## src/rtl/swadd_pkg.sv

```systemverilog
package swadd_pkg;
  localparam int INSN_W = 32;
  localparam int VEC_W  = 128;
  localparam int HALF_W = VEC_W / 2;
  localparam int IDX_W  = 5;
  localparam int SZ_W   = 2;
  localparam int NUM_SZ = 3;          // legal size codes 0..2
  localparam int BASE_W = 8;          // narrow width at size code 0

  typedef struct packed {
    logic             match;
    logic             sel_hi;
    logic [SZ_W-1:0]  size;
    logic [IDX_W-1:0] rd;
    logic [IDX_W-1:0] rn;
    logic [IDX_W-1:0] rm;
  } dec_t;
endpackage

```

## src/rtl/swadd_decode.sv

```systemverilog
module swadd_decode
  import swadd_pkg::*;
(
  input  logic [INSN_W-1:0] insn,
  output dec_t              dec
);
  always_comb begin
    dec.match  = (insn[31] == 1'b0) && (insn[29:24] == 6'b001110) &&
                 (insn[21] == 1'b1) && (insn[15:10] == 6'b000100);
    dec.sel_hi = insn[30];
    dec.size   = insn[23:22];
    dec.rm     = insn[20:16];
    dec.rn     = insn[9:5];
    dec.rd     = insn[4:0];
  end
endmodule

```

## src/rtl/swadd_lanes.sv

```systemverilog
module swadd_lanes
  import swadd_pkg::*;
(
  input  logic [VEC_W-1:0]  wide,
  input  logic [HALF_W-1:0] narrow,
  input  logic [SZ_W-1:0]   size,
  output logic [VEC_W-1:0]  sum
);
  logic [VEC_W-1:0] per_sz [NUM_SZ];

  for (genvar s = 0; s < NUM_SZ; s++) begin : g_sz
    localparam int NW    = BASE_W << s;
    localparam int WW    = 2 * NW;
    localparam int LANES = HALF_W / NW;
    for (genvar l = 0; l < LANES; l++) begin : g_lane
      logic [NW-1:0] nel;
      assign nel = narrow[NW*l +: NW];
      assign per_sz[s][WW*l +: WW] = wide[WW*l +: WW] + {{NW{nel[NW-1]}}, nel};
    end
  end

  always_comb begin
    unique case (size)
      2'd0:    sum = per_sz[0];
      2'd1:    sum = per_sz[1];
      2'd2:    sum = per_sz[2];
      default: sum = '0;
    endcase
  end
endmodule

```

## src/rtl/simd_wadd_unit.sv

```systemverilog
module simd_wadd_unit
  import swadd_pkg::*;
(
  input  logic              clk,
  input  logic              rst_n,
  input  logic              in_valid,
  output logic              in_ready,
  input  logic [INSN_W-1:0] in_insn,
  input  logic [VEC_W-1:0]  in_opa,
  input  logic [VEC_W-1:0]  in_opb,
  input  logic              simd_en,
  output logic              out_valid,
  input  logic              out_ready,
  output logic [VEC_W-1:0]  out_result,
  output logic [IDX_W-1:0]  out_rd,
  output logic [IDX_W-1:0]  out_rn,
  output logic [IDX_W-1:0]  out_rm,
  output logic              out_undef,
  output logic              out_trap
);
  dec_t              dec;
  logic [HALF_W-1:0] narrow;
  logic [VEC_W-1:0]  lane_sum;
  logic              undef_c, trap_c;

  swadd_decode u_dec (.insn(in_insn), .dec(dec));

  assign narrow = dec.sel_hi ? in_opb[VEC_W-1:HALF_W] : in_opb[HALF_W-1:0];

  swadd_lanes u_lanes (.wide(in_opa), .narrow(narrow), .size(dec.size), .sum(lane_sum));

  // decode failure wins over the enable check
  assign undef_c  = !dec.match || (dec.size == 2'b11);
  assign trap_c   = !undef_c && !simd_en;
  assign in_ready = !out_valid || out_ready;

  always_ff @(posedge clk) begin
    if (!rst_n) begin
      out_valid  <= 1'b0;
      out_result <= '0;
      out_rd     <= '0;
      out_rn     <= '0;
      out_rm     <= '0;
      out_undef  <= 1'b0;
      out_trap   <= 1'b0;
    end else if (in_ready) begin
      out_valid <= in_valid;
      if (in_valid) begin
        out_result <= (undef_c || trap_c) ? '0 : lane_sum;
        out_rd     <= dec.rd;
        out_rn     <= dec.rn;
        out_rm     <= dec.rm;
        out_undef  <= undef_c;
        out_trap   <= trap_c;
      end
    end
  end
endmodule

```

## config.mk

```make
export PLATFORM = sky130hd
export DESIGN_NAME = simd_wadd_unit
export DESIGN_NICKNAME = d
export VERILOG_FILES = /design/src/rtl/swadd_pkg.sv /design/src/rtl/swadd_decode.sv /design/src/rtl/swadd_lanes.sv /design/src/rtl/simd_wadd_unit.sv
export SDC_FILE = /design/constraint.sdc
export NUM_CORES = 1
export LEC_CHECK = 0
export BUFFER_PORTS_ARGS = -buffer_cell sky130_fd_sc_hd__buf_4
export CORE_MARGIN = 2
export CORE_UTILIZATION = 40
export CTS_BUF_LIST = sky130_fd_sc_hd__clkbuf_16
export DETAILED_ROUTE_END_ITERATION = 12
export SLEW_MARGIN = 20
export SYNTH_ARGS = -nofsm -noshare
export SYNTH_HDL_FRONTEND = slang
export SYNTH_HIERARCHICAL = 1
export SYNTH_SLANG_ARGS = --single-unit
```

## constraint.sdc

```tcl
create_clock -name clk -period 5.1 [get_ports clk]
set_clock_uncertainty 0.15 [all_clocks]
set_input_delay 0.765 -clock clk [delete_from_list [all_inputs] [get_ports clk]]
set_output_delay 0.765 -clock clk [all_outputs]
set_load 0.02 [all_outputs]
```

# After elaboration in Yosys (flattened, before gate mapping)
# Index checks and enable logic that the tools add are counted.
# word_totals
input_bits	293
ff_bits	146
elab_cells	43
# classes
bitwise_logic	1
n_addsub	14
eq_ne	5
muxes	3
n_reduce_logical	13
# ops
operator	count
$pmux W128 S3	1
$add A16 B16 Y16	8
$add A32 B32 Y32	4
$add A64 B64 Y64	2
$mux W128	1
$mux W64	1
$eq A6 B3 Y1 const B	1
$eq A6 B4 Y1 const B	1
$eq A2 B2 Y1 const B	2
$logic_and A1 B1 Y1	4
$logic_not A1 Y1	4
$logic_or A1 B1 Y1	3
$eq A2 B1 Y1 const B	1
$logic_not A2 Y1	1
$reduce_and A2 Y1	1
$not A1 Y1	1

# Logic depth before layout (Yosys ltp)
# depth
ltp_word	10
depth_mapped	19
depth_no_buf	16

# Modules after synthesis
# The synthesis kept the hierarchy.
# by_module_without_submodules
module	n_inst	area_per_inst_um2	cells_per_inst
swadd_lanes	1	15579.9	2311
simd_wadd_unit	1	6845.3	724
swadd_decode	1	182.7	23

# Worst setup path after synthesis
# Ideal clock, no wire load.
# synth_timing
path_type	input to register
startpoint	in in_insn[30]
endpoint	reg out_result[56]
arrival_ns	4.482
path_stages	18
n_path_buf	4
setup_time_ns	0.122
setup_slack_ns	0.346
required_ns	4.828
cell_sequence	buf_4 buf_2 buf_2 mux2_2 ha_1 clkbuf_1 nand4_1 or3_1 or2_1 nor3_1 o21ai_1 o211ai_1 a31o_2 a31oi_1 and4_1 or3_1 nand2_1 o22ai_2
# synth_via
elab_chain_len	4
elab_cells_between_ends	6
# synth_rtl
element	line_no	rtl
from (decl)	simd_wadd_unit.sv:8	input logic [INSN_W-1:0] in_insn,
$mux W64 (*)	simd_wadd_unit.sv:28	assign narrow = dec.sel_hi ? in_opb[VEC_W-1:HALF_W] : in_opb[HALF_W-1:0];
named net narrow[31]	simd_wadd_unit.sv:22	logic [HALF_W-1:0] narrow;
$add A64 B64 Y64, or another cell as far along	swadd_lanes.sv:18	assign per_sz[s][WW*l +: WW] = wide[WW*l +: WW] + {{NW{nel[NW-1]}}, nel};
$pmux W128 S3 (*)	swadd_lanes.sv:23	unique case (size)
named net lane_sum[56]	simd_wadd_unit.sv:23	logic [VEC_W-1:0] lane_sum;
$mux W128 (*)	simd_wadd_unit.sv:49	out_result <= (undef_c || trap_c) ? '0 : lane_sum;
to (signal assigned)	simd_wadd_unit.sv:49	
to (decl)	simd_wadd_unit.sv:14	output logic [VEC_W-1:0] out_result,
# The timed path passes the listed nets; every way through them passes the cells marked *.
# A chain may end at the register's enable or synchronous reset.

# Worst setup path after layout
# layout_timing
startpoint	in in_insn[30]
endpoint	reg out_result[116]
# layout_via
elab_chain_len	4
elab_cells_between_ends	6
# layout_rtl
element	line_no
$mux W64 (*)	simd_wadd_unit.sv:28
named net narrow[48]	simd_wadd_unit.sv:22
$add A64 B64 Y64 / $add A32 B32 Y32 (equally long branches)	swadd_lanes.sv:18
$pmux W128 S3 (*)	swadd_lanes.sv:23
named net lane_sum[116]	simd_wadd_unit.sv:23
$mux W128 (*)	simd_wadd_unit.sv:49
# Marked as above.

==> summary by stage <==
Synthesis
The count of synthesis-stage warnings from yosys is 6. After synthesis, the mean cell area works out to 7.39 um^2. The count of mapped cells out of synthesis is 3,058.

The count of unique library cells instantiated by Yosys is 102. Counting flops with a built-in enable in the synthesized netlist gives 0. The mapped netlist covers 0.0226 mm^2.

The share of async-settable or async-resettable flops after synthesis is 0. In the synthesized netlist the dominant register cell turns out to be dfxtp_1. In this run, synthesis produced a sequential element count of 146. The portion of the post-synthesis area used by sequential elements is 0.129. The net count after synthesis is 3,601.

Global route
Entering global routing, the biggest net connects 133 pins. The first global-routing pass estimated 142 mm of wire. The number of global-route vias before repair came to 24,890. In the global route stage, overall resource usage came out at 0.306. The number of antenna violations at the first check in global routing is 1. The total congestion overflow is 0.

Final layout
The final non-filler cell total is 4,259. With fillers left out, the area of the finished cells amounts to 0.0278 mm^2. After the last flow step, the layout net total stands at 4,031. The number of inserted filler cells in the final layout is 5,674. The fraction of layout cells with a size suffix above 1 is 0.247.

The layout overhead on the synthesized area is 23.0%. In the layout the commonest cells are 606 x buf_4, 450 x nand2_1, 282 x a21oi_1. Leaving out fill and tap cells, the most frequent cell in the layout is buf_4.

The final core utilization is 0.495.

Run
The count of maximum capacitance violations is 0.

Timing
After routing, the total negative slack on setup checks comes to 0 ps. After layout, the minimum clock period comes to 4630 ps. The worst relative slew slack is 0.344. The number of max-slew violations in the final report is 0.

The slew at the pin closest to its max-slew limit is 984 ps. Of the available clock period, the critical path in the final layout requires 0.909. Setup violations remaining at the end of the flow were counted as 0. The final count of hold timing violations is 0. Setup repair after global routing left no endpoint under its margin. The achievable frequency is 0.216 GHz.

Routing
The routed wire length per instance is 21.8 um. The remaining antenna violation count after routing is 0. The first detailed-routing pass ran for 7 iterations. The DRC violations left is 0. For this block, the via count after detailed routing is 25,396.

The number of DRC markers after the initial detailed-route iteration is 1,802. Wires add up to 92.8 mm. The average via count per standard cell is 5.96.

Floorplanning
The initial utilization of the core area, before any placement, comes to 0.402. The floorplan step defined a core boundary enclosing 0.0562 mm^2. The die footprint is 0.0584 mm^2. The number of top-level pins is 440.

The die is 242 um tall. The width of the die is 242 um. The floorplan has 87 rows.

CTS
In this run, CTS created clock tree buffers numbering 17. The clock reaches the later pin of the worst-skew pair after 490 ps. The tree built by TritonCTS fans out to 146 sinks. Counting along the longest clock path gives a buffer depth of 2. After clock tree synthesis, the flow added hold-fix buffers numbering 0. The CTS H-tree depth is 4.

The post-CTS clock slew at the launch and capture registers of the worst setup and hold paths is 70 ps. The number of post-CTS setup repair buffers is 0. The post-cts resize count is 0.

The cell sitting at the root of the clock tree is a clkbuf_16. TritonCTS built the clock tree.

Pwr
Of the total power, the share spent switching nets is 0.444. In this run the static leakage power is 12.2 nW. The overall power consumption is 0.00610 W. The total net switching power is 0.00271 W. The relative contribution of the clock network to total power is 0.221. The maximum VDD drop is 0.262 mV.

The fraction of power consumed by combinational cells is 0.590. The power per standard cell area is 219 mW/mm^2. The internal power component is 0.00339 W. The share of power burned in registers is 0.189.

Worst setup path
The worst setup path is captured at a flop. Data on the critical path arrives at its endpoint at 4880 ps. The type of the setup path with the least slack is in2reg. The slack of the worst reg-to-reg path is 2540 ps. Data on the critical path is required at its endpoint by 5340 ps. The worst setup path is launched from an input pin. Along the worst path, the maximum fanout reaches 11.

Place
The half-perimeter wire length after placement is 73.5 mm. The last weighted congestion value of the routability-driven placer is 0.979. The total placed cells including tap cells is 4,225. In this run the tool buffered the top-level ports with 439 buffer cells.

Summing all placed instances gives a cell area of 0.0272 mm^2.

Outcome
The flow ran to the end, and the final reports show no timing, DRC or antenna violations.

Min path
The path class of the tightest hold or removal check is reg2reg.
sequential cells by signal, summed over array words and instances, names as in the netlist:
| name | cells |
|---|---|
| out_result | 128 |
| out_rn | 5 |
| out_trap | 1 |
| out_rm | 5 |
| out_valid | 1 |
| out_rd | 5 |
| out_undef | 1 |
Yosys cell counts, types with 10 or more instances:
| cell | number | area (um^2) |
|---|---|---|
| nand2_1 | 451 | 1690 |
| a21oi_1 | 282 | 1410 |
| ha_1 | 242 | 3030 |
| o21ai_0 | 174 | 871 |
| nor2_1 | 173 | 649 |
| dfxtp_1 | 146 | 2920 |
| xnor2_1 | 135 | 1180 |
| clkbuf_1 | 125 | 469 |
| a21o_1 | 115 | 863 |
| o22ai_2 | 100 | 1250 |
| o22ai_1 | 87 | 544 |
| xor2_1 | 77 | 674 |
| inv_1 | 73 | 274 |
| nand3_1 | 71 | 355 |
| mux2_2 | 66 | 743 |
| nand4_1 | 59 | 369 |
| o21bai_1 | 59 | 443 |
| nor3_1 | 43 | 215 |
| buf_4 | 35 | 263 |
| a31oi_1 | 30 | 188 |
| nand2b_1 | 28 | 175 |
| mux2i_1 | 26 | 260 |
| o21a_1 | 25 | 188 |
| a211oi_1 | 24 | 180 |
| and3_1 | 23 | 144 |
| o31ai_1 | 23 | 173 |
| a21boi_0 | 22 | 165 |
| o211ai_1 | 22 | 165 |
| and2_1 | 20 | 125 |
| buf_2 | 20 | 100 |
| nor2b_1 | 19 | 119 |
| or3_1 | 18 | 113 |
| buf_6 | 16 | 180 |
| a22oi_1 | 12 | 90.1 |
| a221oi_1 | 11 | 96.3 |
| or2_2 | 10 | 62.6 |
metrics by stage:
stage | setup WS [ps] | hold slack, ps
global placement | 62.9 | 305
finish | 466 | 319
CTS | 499 | 319
floorplan | 346 | 393
global route | 254 | 336
detailed placement | -9.99 | 309
critical path: stages:
cell and delay [ps]:
buf_4 120, buf_12 140, mux2_2 420, ha_1 260
fa_1 410, a21o_1 200, a211o_1 320, a2111o_1 430
a311oi_1 460, buf_4 200, nor2b_1 40, nor2_1 190
o21a_1 190, a21oi_1 80, o311ai_0 410, nand2_1 100
o22ai_1 140
area by class of cell:
cell class,instances,area (um^2),area share
Sequential cell,146,2920,0.105
Clock buffer,17,425,0.0153
Clock inverter,15,159,0.00572
Timing Repair Buffer,613,4680,0.168
Multi-Input combinational cell,2633,18400,0.661
Tap cell,756,946,0.0340
Antenna cell,2,5.00,0.000180
Inverter,77,294,0.0106
logic make-up after synthesis:
family          Yosys count  share of synthesized area
compound gates         1123                      0.351
simple gates            956                      0.194
buf+inv                 279                     0.0588
fa+ha+maj               250                      0.141
xor+xnor                212                     0.0821
flops                   146                      0.129
mux                      92                     0.0444
layer usage:
layer / track usage / vias up / wire [um]
met1: 0.382 / 12078 / 39900
met2: 0.530 / 938 / 44400
met3: 0.0403 / 165 / 4970
li1: - / 12213 / -
met4: 0.125 / 2 / 3530
met5: 0 / - / 11
power groups by stage:
stage,Sequential (W),Clock (W),Combinational [W]
floorplan,0.00119,0,0.00236
global placement,0.00118,0,0.00349
detailed placement,0.00118,0,0.00352
CTS,0.00115,0.00139,0.00354
global route,0.00115,0.00143,0.00391
finish,0.00115,0.00135,0.00360
path summary, 6_finish.rpt:
kind                                       end                          from  cells past startpoint
setup reg to reg   out_result[41]$_SDFFE_PN0P_        out_valid$_SDFFE_PN0P_                      5
hold reg to reg   out_result[117]$_SDFFE_PN0P_  out_result[117]$_SDFFE_PN0P_                      2
hold / removal    out_result[117]$_SDFFE_PN0P_  out_result[117]$_SDFFE_PN0P_                      2
setup / recovery  out_result[116]$_SDFFE_PN0P_                   in_insn[30]                     17
Note: power is estimated with default switching activity, not from simulation.
